--- src/rtl/pi_pkg.sv ---
package pi_pkg;
  localparam int unsigned PI_QUANTA_W = 16;

  typedef enum logic [0:0] {
    GATE_IDLE = 1'b0,
    GATE_BUSY = 1'b1
  } gate_state_e;
endpackage

--- src/rtl/pi_rst_sync.sv ---
module pi_rst_sync #(
  parameter int unsigned STAGES = 2
) (
  input  logic clk,
  input  logic rst_n,
  output logic rst_sync_n
);
  localparam int unsigned LAST = STAGES - 1;

  logic [LAST:0] sync_q;

  always_ff @(posedge clk or negedge rst_n) begin
    if (!rst_n) sync_q <= '0;
    else        sync_q <= {sync_q[LAST-1:0], 1'b1};
  end

  assign rst_sync_n = sync_q[LAST];
endmodule

--- src/rtl/pi_pause_timer.sv ---
module pi_pause_timer #(
  parameter int unsigned QW = 16
) (
  input  logic          clk,
  input  logic          rst_n,
  input  logic          en_i,
  input  logic          load_i,
  input  logic [QW-1:0] quanta_i,
  input  logic          tick_i,
  output logic          paused_o
);
  localparam logic [QW-1:0] ZERO = '0;
  localparam logic [QW-1:0] ONE  = {{(QW-1){1'b0}}, 1'b1};

  logic [QW-1:0] cnt_q, cnt_d;
  logic          cnt_we;
  logic          running;

  assign running = (cnt_q != ZERO);

  always_comb begin
    cnt_d  = cnt_q;
    cnt_we = 1'b0;
    if (!en_i) begin
      cnt_d  = ZERO;
      cnt_we = running;
    end else if (load_i) begin
      cnt_d  = quanta_i;
      cnt_we = 1'b1;
    end else if (tick_i && running) begin
      cnt_d  = cnt_q - ONE;
      cnt_we = 1'b1;
    end
  end

  always_ff @(posedge clk or negedge rst_n) begin
    if (!rst_n)      cnt_q <= ZERO;
    else if (cnt_we) cnt_q <= cnt_d;
  end

  assign paused_o = running;

  AST_LOAD_TAKES_VALUE: assert property (@(posedge clk) disable iff (!rst_n)
    (en_i && load_i) |=> (cnt_q == $past(quanta_i)));
  AST_TICK_STEPS_ONE: assert property (@(posedge clk) disable iff (!rst_n)
    (en_i && !load_i && tick_i && running) |=> (cnt_q == $past(cnt_q) - ONE));
  AST_IDLE_HOLDS: assert property (@(posedge clk) disable iff (!rst_n)
    (en_i && !load_i && !tick_i) |=> $stable(cnt_q));
  AST_DISABLED_CLEARS: assert property (@(posedge clk) disable iff (!rst_n)
    !en_i |=> !paused_o);
endmodule

--- src/rtl/pi_ctl_filter.sv ---
module pi_ctl_filter (
  input  logic clk,
  input  logic rst_n,
  input  logic pass_all_i,
  input  logic ctl_valid_i,
  input  logic ctl_is_pause_i,
  output logic pause_load_o,
  output logic drop_o,
  output logic fwd_o
);
  logic drop_q, drop_d;
  logic fwd_q,  fwd_d;

  always_comb begin
    drop_d = ctl_valid_i && !pass_all_i;
    fwd_d  = ctl_valid_i &&  pass_all_i;
  end

  always_ff @(posedge clk or negedge rst_n) begin
    if (!rst_n) begin
      drop_q <= 1'b0;
      fwd_q  <= 1'b0;
    end else begin
      drop_q <= drop_d;
      fwd_q  <= fwd_d;
    end
  end

  assign pause_load_o = ctl_valid_i && ctl_is_pause_i;
  assign drop_o       = drop_q;
  assign fwd_o        = fwd_q;

  AST_ONE_VERDICT: assert property (@(posedge clk) disable iff (!rst_n)
    !(drop_o && fwd_o));
  AST_VERDICT_FOLLOWS_FRAME: assert property (@(posedge clk) disable iff (!rst_n)
    ctl_valid_i |=> (drop_o || fwd_o));
  AST_NO_SPURIOUS_VERDICT: assert property (@(posedge clk) disable iff (!rst_n)
    !ctl_valid_i |=> !(drop_o || fwd_o));
endmodule

--- src/rtl/pi_tx_gate.sv ---
module pi_tx_gate
  import pi_pkg::*;
(
  input  logic clk,
  input  logic rst_n,
  input  logic req_set_i,
  input  logic done_i,
  input  logic paused_i,
  output logic pending_o,
  output logic start_o
);
  gate_state_e state_q, state_d;
  logic        flag_q, flag_d;
  logic        start_q, start_d;

  always_comb begin
    state_d = state_q;
    flag_d  = flag_q;
    start_d = 1'b0;
    unique case (state_q)
      GATE_IDLE: begin
        if (req_set_i) flag_d = 1'b1;
        if (flag_q && !paused_i) begin
          state_d = GATE_BUSY;
          start_d = 1'b1;
        end
      end
      GATE_BUSY: begin
        if (done_i) begin
          state_d = GATE_IDLE;
          flag_d  = 1'b0;
        end
      end
      default: state_d = GATE_IDLE;
    endcase
  end

  always_ff @(posedge clk or negedge rst_n) begin
    if (!rst_n) begin
      state_q <= GATE_IDLE;
      flag_q  <= 1'b0;
      start_q <= 1'b0;
    end else begin
      state_q <= state_d;
      flag_q  <= flag_d;
      start_q <= start_d;
    end
  end

  assign pending_o = flag_q;
  assign start_o   = start_q;

  AST_START_IS_PULSE: assert property (@(posedge clk) disable iff (!rst_n)
    start_o |=> !start_o);
  AST_NO_START_WHILE_PAUSED: assert property (@(posedge clk) disable iff (!rst_n)
    start_o |-> $past(!paused_i));
  AST_BUSY_KEEPS_FLAG: assert property (@(posedge clk) disable iff (!rst_n)
    (state_q == GATE_BUSY) |-> pending_o);
  AST_SET_RAISES_FLAG: assert property (@(posedge clk) disable iff (!rst_n)
    (req_set_i && state_q == GATE_IDLE) |=> pending_o);
endmodule

--- src/rtl/pause_tx_inhibit.sv ---
module pause_tx_inhibit
  import pi_pkg::*;
#(
  parameter int unsigned QW         = PI_QUANTA_W,
  parameter int unsigned SYNC_STAGES = 2
) (
  input  logic          clk,
  input  logic          rst_n,
  input  logic          rx_pause_en,
  input  logic          pass_all,
  input  logic          ctl_valid,
  input  logic          ctl_is_pause,
  input  logic [QW-1:0] ctl_quanta,
  input  logic          quanta_tick,
  input  logic          tx_req_set,
  input  logic          tx_done,
  output logic          tx_req_pending,
  output logic          tx_start,
  output logic          ctl_drop,
  output logic          ctl_fwd,
  output logic          paused
);
  logic rst_core_n;
  logic pause_load;
  logic paused_int;

  pi_rst_sync #(.STAGES(SYNC_STAGES)) u_rst (
    .clk        (clk),
    .rst_n      (rst_n),
    .rst_sync_n (rst_core_n)
  );

  pi_ctl_filter u_filt (
    .clk            (clk),
    .rst_n          (rst_core_n),
    .pass_all_i     (pass_all),
    .ctl_valid_i    (ctl_valid),
    .ctl_is_pause_i (ctl_is_pause),
    .pause_load_o   (pause_load),
    .drop_o         (ctl_drop),
    .fwd_o          (ctl_fwd)
  );

  pi_pause_timer #(.QW(QW)) u_tmr (
    .clk      (clk),
    .rst_n    (rst_core_n),
    .en_i     (rx_pause_en),
    .load_i   (pause_load),
    .quanta_i (ctl_quanta),
    .tick_i   (quanta_tick),
    .paused_o (paused_int)
  );

  pi_tx_gate u_gate (
    .clk       (clk),
    .rst_n     (rst_core_n),
    .req_set_i (tx_req_set),
    .done_i    (tx_done),
    .paused_i  (paused_int),
    .pending_o (tx_req_pending),
    .start_o   (tx_start)
  );

  assign paused = paused_int;

  AST_RESET_QUIET: assert property (@(posedge clk)
    !rst_core_n |-> !(tx_start || tx_req_pending || paused || ctl_drop || ctl_fwd));
  AST_ZERO_QUANTA_CANCELS: assert property (@(posedge clk) disable iff (!rst_core_n)
    (rx_pause_en && ctl_valid && ctl_is_pause && ctl_quanta == '0) |=> !paused);
  AST_NONPAUSE_NO_LOAD: assert property (@(posedge clk) disable iff (!rst_core_n)
    (ctl_valid && !ctl_is_pause && !paused && rx_pause_en) |=> !paused);
endmodule

--- config.mk ---
export PLATFORM = sky130hd
export DESIGN_NAME = pause_tx_inhibit
export DESIGN_NICKNAME = d
export VERILOG_FILES = /design/src/rtl/pi_pkg.sv /design/src/rtl/pi_rst_sync.sv /design/src/rtl/pi_pause_timer.sv /design/src/rtl/pi_ctl_filter.sv /design/src/rtl/pi_tx_gate.sv /design/src/rtl/pause_tx_inhibit.sv
export SDC_FILE = /design/constraint.sdc
export NUM_CORES = 1
export LEC_CHECK = 0
export ABC_AREA = 0
export BUFFER_PORTS_ARGS = -buffer_cell sky130_fd_sc_hd__buf_2
export CAP_MARGIN = 20
export CORE_UTILIZATION = 40
export DETAILED_ROUTE_END_ITERATION = 10
export MAX_ROUTING_LAYER = met4
export PLACE_DENSITY = 0.7
export SLEW_MARGIN = 15
export SYNTH_ARGS = -nofsm -noshare
export SYNTH_HDL_FRONTEND = slang
export SYNTH_SLANG_ARGS = --single-unit
--- constraint.sdc ---
create_clock -name clk -period 2.43 [get_ports clk]
set_input_delay 0.486 -clock clk [delete_from_list [all_inputs] [get_ports clk]]
set_output_delay 0.486 -clock clk [all_outputs]
set_load 0.02 [all_outputs]
==> impl_metrics.toml, run 1 <==
[clock_network]
clk_pin_slew_worst_paths_ps = 130
clock_path_buffers = 2
cts_sinks = 23
numCtsBuffers = 3
cts_tree = "done"
htree_levels = 1
insertion_delay_ps = 310
root_buffer = "clkbuf_4"

[outcome]
status = "finished clean"

[sta]
fmax_ghz = 0.413
finClkSkew_ps = 5.44
tightest_slew_ps = 934
relSlewSlack_pct = 37.7
drv_slew = 0
whs_ps = 317
fin_crit_ps = 2420
period_share_pct = 99.6
setup-tns-final_ps = 0
hold_viol = 0
setup_viol = 0
rsz0062_at_grt = "yes"

[power]
pwr-share-clk_pct = 8.8
p_sw_share_pct = 43.8
intPower_w = 0.00114
p_switching_w = 0.000886
peakVddDrop_v = 0.000716
leakagePower_nw = 0.756
p_seq_share_pct = 32.1
power.density_nw_per_um2 = 1220
power_frac_comb_pct = 59.1

[die]
die_area_um2 = 3520
core_um2 = 3080
initial_utilization_pct = 42.7
die_h_um = 59.3
die_x_um = 59.3
io_pins = 30
row_count = 20

[yosys]
yosysSeqAreaShare_pct = 43.8
synth_cell_types = 36
ys_top_cells_by_area = "dfrtp_1, o2bb2ai_1, o21ai_0"
synth_cells = 145
syn-num-nets = 171
synth_seq_cells = 23
syn_area_um2 = 1320
yosysTopAreaCell = "dfrtp_1"
yosys_warnings = 0
synth_top_area_share_pct = 43.8
postSynthAreaPerCell_um2 = 9.07

[flow_run]
drv_cap = 0

[final_layout]
mostFrequentLayoutCells = "buf_2, dfrtp_1, o21ai_0, buf_4, o2bb2ai_1"
post-route-util_pct = 53.7
final_common_cell = "buf_2"
layout.nets = 209
fillCellCount = 312
layoutNonFillerInstCount = 226
syn_to_final_growth_pct = 25.8
antenna_cells = 0
layout-drive-gt1-share_pct = 30.8

[grt]
track_usage_pct = 20.8
grt_max_degree = 27
grt_pass1_vias = 1207
grt_overflow = 0
grt_antenna_before_repair = 0
grt_pass1_wl_mm = 5.32

[routing]
drt_iter0_drc = 50
vias_per_cell = 5.67
routed_wl_mm = 3.33
ant_nets = 0
avgRoutedWirePerCell_um = 14.7
drc = 0
dr.pass1.iters = 4
vias = 1282

[setup_path]
critPathSlowestCell = "or4_4"
endpoint_kind = "output pin"
crit_chain = "or4_4, buf_6, nor4_4, nand2_2, buf_6"
crit_top_cell = "buf_6"
path_max_fanout = 5
critPathLaunchType = "flip-flop"
critPathRequiredTime_ps = 1940
r2r_end = "u_tmr.cnt_q[13]$_DFFE_PN0P_"
critPathTopFamily = "simple AND/OR/NAND/NOR gates"
r2r-start = "u_tmr.cnt_q[10]$_DFFE_PN0P_"
cp_slowest_stage_delay_ps = 550
r2r_setup_slack_ps = 80
critical_path_arrival_ps = 1930
reg2regPathDepth = 5
critPathKind = "flip-flop to output pin"
cp.buffers_inverters = 2

[place]
dpl.hpwl_mm = 2.33
dpl.cell_count = 215
port_buffers = 29
gp_congestion = 0.865

[hold_path]
min_path_cells = 2
hold_path_end = "u_filt.drop_o$_DFF_PN0_"
hold_class = "input pin to flip-flop"
hold_start = "pass_all"
## synth_stat cells
library cell  instances
nor4_1                6
nor2b_1               3
or3_1                 2
o2bb2ai_1            11
or4_4                 1
o31ai_1               3
o22ai_1               5
a211o_1               1
a31oi_1               1
buf_1                 1
o41a_1                1
inv_1                 4
nand2b_1              1
clkbuf_1              6
mux2i_1               1
or2_2                 3
a21boi_0              1
ha_1                  1
dfrtp_1              23
and2_1                2
and3_1                1
or3b_2                1
a21oi_1               9
nor3_1                6
o21ai_0              14
buf_2                 3
a22oi_1               3
o41ai_1               1
conb_1                1
o221ai_1              1
or4_1                 2
a21o_1                4
o311ai_4              1
nor2_1                9
nand2_1              11
o311ai_0              1
## power groups by stage
stage               clock network [W]  logic (W)  registers [W]
floorplan                           0   0.000708       0.000638
global placement                    0   0.000932       0.000642
detailed placement                  0   0.000958       0.000651
CTS                          0.000185    0.00106       0.000645
global route                 0.000201    0.00130       0.000672
finish                       0.000179    0.00120       0.000650
## metal layers
metal / wire length (µm) / global-route usage, % / vias up / share of wire [%]
met5: 0 / - / - / 0
met1: 1510 / 26.3 / 626 / 45
met4: 55 / 9.52 / 0 / 1.7
met3: 129 / 2.84 / 6 / 3.9
li1: - / - / 620 / -
met2: 1640 / 32.9 / 30 / 49
## per-stage QoR
stage | setup WS [ps] | instance area, µm² | power [W]
floorplan | 103 | 1320 | 0.00135
global placement | 116 | 1530 | 0.00157
detailed placement | 36.8 | 1530 | 0.00161
CTS | 39.4 | 1610 | 0.00189
global route | -34.5 | 1650 | 0.00218
finish | 10.8 | 1650 | 0.00202
## worst max path at each step
stage                                 from  cells past startpoint                           to  slack [ps]
6_report       u_tmr.cnt_q[10]$_DFFE_PN0P_                      5                       paused          10
5_1_grt        u_tmr.cnt_q[10]$_DFFE_PN0P_                      5                       paused         -30
4_1_cts        u_tmr.cnt_q[10]$_DFFE_PN0P_                      5                       paused          40
3_5_place_dp    u_tmr.cnt_q[0]$_DFFE_PN0P_                      7  u_tmr.cnt_q[12]$_DFFE_PN0P_          40
3_3_place_gp    u_tmr.cnt_q[0]$_DFFE_PN0P_                      7  u_tmr.cnt_q[13]$_DFFE_PN0P_         120
2_1_floorplan   u_tmr.cnt_q[0]$_DFFE_PN0P_                      8  u_tmr.cnt_q[13]$_DFFE_PN0P_         100
## layout make-up
class                   instances  area [µm²]  area share (%)
clock buffers                   3        22.5            1.36
well taps                      44        55.1            3.33
multi-input cells             108         718            43.4
flip-flops and latches         23         576            34.8
repair buffers                 43         263            15.9
clock inverters                 1        5.00           0.303
inverters                       4        15.0           0.908
## sequential cells by signal, indices dropped and copies added (netlist names)
register          cells
u_gate.pending_o      1
u_rst.sync_q          2
u_filt.drop_o         1
u_filt.fwd_o          1
u_gate.start_o        1
u_tmr.cnt_q          16
u_gate.state_q        1
## cells by family (layout without fill, tap and decap cells)
logic type                 count (synthesis)  count (layout)  share of synthesized area (%)
muxes                                      1               1                          0.761
AOI/OAI and AO/OA                         57              57                           30.7
buffers and inverters                     14              51                           4.28
other                                      1               1                          0.285
and+or+nand+nor                           48              48                           19.2
DFF                                       23              23                           43.8
adders and majority gates                  1               1                          0.951
## repair_timing
item / CTS / global route
resized for setup: 4 / 6
buffers inserted: 3 / 3
hold buffers: 1 / 0
setup endpoints to repair: 1 / 1
hold endpoints to repair: 2 / 0
pin swaps: 1 / 2
(Power assumes the default switching activity.)
==> inputs of run 2 (changes only) <==
--- a/config.mk
+++ b/config.mk
@@ -6,12 +6,12 @@
 export NUM_CORES = 1
 export LEC_CHECK = 0
 export ABC_AREA = 0
-export BUFFER_PORTS_ARGS = -buffer_cell sky130_fd_sc_hd__buf_2
 export CAP_MARGIN = 20
 export CORE_UTILIZATION = 40
 export DETAILED_ROUTE_END_ITERATION = 10
+export DONT_BUFFER_PORTS = 1
 export MAX_ROUTING_LAYER = met4
-export PLACE_DENSITY = 0.7
+export PLACE_DENSITY = 0.62
 export SLEW_MARGIN = 15
 export SYNTH_ARGS = -nofsm -noshare
 export SYNTH_HDL_FRONTEND = slang
==> impl_metrics.toml, run 2 (synthesis results as in run 1) <==
[outcome]
status = "finished clean"

[routing]
routed_wl_mm = 3.20
vias_per_cell = 6.12
avgRoutedWirePerCell_um = 16.4
drt_iter0_drc = 79
drc = 0
vias = 1194
dr.pass1.iters = 4
ant_nets = 0

[power]
p_sw_share_pct = 44.4
p_seq_share_pct = 35.0
leakagePower_nw = 0.627
intPower_w = 0.00106
power.density_nw_per_um2 = 1290
pwr-share-clk_pct = 9.5
peakVddDrop_v = 0.000504
p_switching_w = 0.000846
power_frac_comb_pct = 55.5

[final_layout]
mostFrequentLayoutCells = "dfrtp_1, o21ai_0, nand2_1, o2bb2ai_1, buf_4"
syn_to_final_growth_pct = 12.7
layout.nets = 178
stdcell_area_um2 = 1480
layout-drive-gt1-share_pct = 15.9
antenna_cells = 0
fillCellCount = 302
top_regs = "u_tmr.cnt_q x16, u_rst.sync_q x2"
post-route-util_pct = 48.1
largest_reg_flops = 16
largest-register = "u_tmr.cnt_q"
final_common_cell = "dfrtp_1"

[die]
die_x_um = 59.3
initial_utilization_pct = 42.7
row_count = 20
core_um2 = 3080
die_area_um2 = 3520
die_h_um = 59.3
io_pins = 30

[setup_path]
endpoint = "paused"
critical_path_arrival_ps = 1870
r2r-start = "u_tmr.cnt_q[10]$_DFFE_PN0P_"
path_max_fanout = 6
critPathKind = "flip-flop to output pin"
reg2regPathDepth = 5
startpoint = "u_tmr.cnt_q[10]$_DFFE_PN0P_"
r2r_setup_slack_ps = 90
r2r_end = "u_tmr.cnt_q[13]$_DFFE_PN0P_"
endpoint_kind = "output pin"
critPathLaunchType = "flip-flop"
critPathRequiredTime_ps = 1940

[sta]
fmax_ghz = 0.424
hold_viol = 0
fin_crit_ps = 2360
drv_slew = 0
finClkSkew_ps = 4.01
relSlewSlack_pct = 34.3
setup_viol = 0
tightest_slew_ps = 985
period_share_pct = 97.1

[hold_path]
hold_class = "input pin to flip-flop"
min_path_cells = 1

[grt]
track_usage_pct = 20.4
grt_antenna_before_repair = 0
grt_pass1_wl_mm = 5.15
grt_pass1_vias = 1103
grt_max_degree = 27
grt_overflow = 0

[place]
dpl.hpwl_mm = 2.22
port_buffers = 0
gp_congestion = 0.857
placed_area_um2 = 1380

[clock_network]
root_buffer = "clkbuf_4"
clock_path_buffers = 2
insertion_delay_ps = 310
cts_tree = "done"
cts_sinks = 23
htree_levels = 1
clk_pin_slew_worst_paths_ps = 130
numCtsBuffers = 3

[flow_run]
drv_cap = 0
## run 2: how the worst min path moves through the flow
stage	slack, ps	startpoint	endpoint
floorplan	190	rst_n	u_rst.sync_q[0]$_DFF_PN0_
global placement	190	rst_n	u_rst.sync_q[1]$_DFF_PN0_
detailed placement	190	rst_n	u_rst.sync_q[1]$_DFF_PN0_
CTS	210	pass_all	u_filt.drop_o$_DFF_PN0_
global route	200	pass_all	u_filt.drop_o$_DFF_PN0_
finish	220	pass_all	u_filt.drop_o$_DFF_PN0_
## run 2: routing by layer
layer  up-vias  wire length, µm  global-route usage (%)
li1        563                -                       -
met1       593             1470                    27.7
met4         0               29                    7.82
met5         -                0                       -
met2        34             1540                    31.0
met3         4              155                    2.84
## run 2: layout make-up
cell class                      instances  area [µm²]  area share [%]
Multi-Input combinational cell        108         716            48.3
Clock inverter                          1        5.00           0.338
Timing Repair Buffer                   12        92.6            6.25
Tap cell                               44        55.1            3.72
Sequential cell                        23         576            38.9
Clock buffer                            3        22.5            1.52
Inverter                                4        15.0            1.01
## run 2: timing repair
item | CTS | global route
gates resized for setup | 4 | 2
cloned | 0 | 0
endpoints found under the setup margin | 1 | 1
buffers inserted | 2 | 2
endpoints found under the hold margin | 2 | 0
pin swaps | 0 | 0
hold buffers | 1 | 0
## run 2: critical path, stage by stage, from the launching register on
cell and delay, ps:
dfrtp_1 420, or4_4 540, buf_4 180, nor4_4 140, nand2_1 100, buf_4 180
## run 2: metrics by stage
step / total power [W] / std cells / hold WS [ps] / setup TNS, ps / setup WS [ps]
after CTS: 0.00184 / 193 / 206 / 0 / 19.0
after floorplan: 0.00135 / 145 / 190 / 0 / 103
after global routing: 0.00206 / 195 / 198 / -0.166 / -0.166
after global placement: 0.00156 / 186 / 190 / 0 / 110
after detailed placement: 0.00158 / 186 / 190 / 0 / 48.3
final: 0.00191 / 195 / 218 / 0 / 71.3
## run 2: power groups by stage
| stage | registers (W) | logic (W) | clock network, W |
|---|---|---|---|
| 3_3_place_gp | 0.000661 | 0.000899 | 0 |
| 4_1_cts | 0.000655 | 0.000998 | 0.000189 |
| 6_report | 0.000667 | 0.00106 | 0.000180 |
| 3_5_place_dp | 0.000662 | 0.000918 | 0 |
| 2_1_floorplan | 0.000638 | 0.000708 | 0 |
| 5_1_grt | 0.000684 | 0.00117 | 0.000203 |
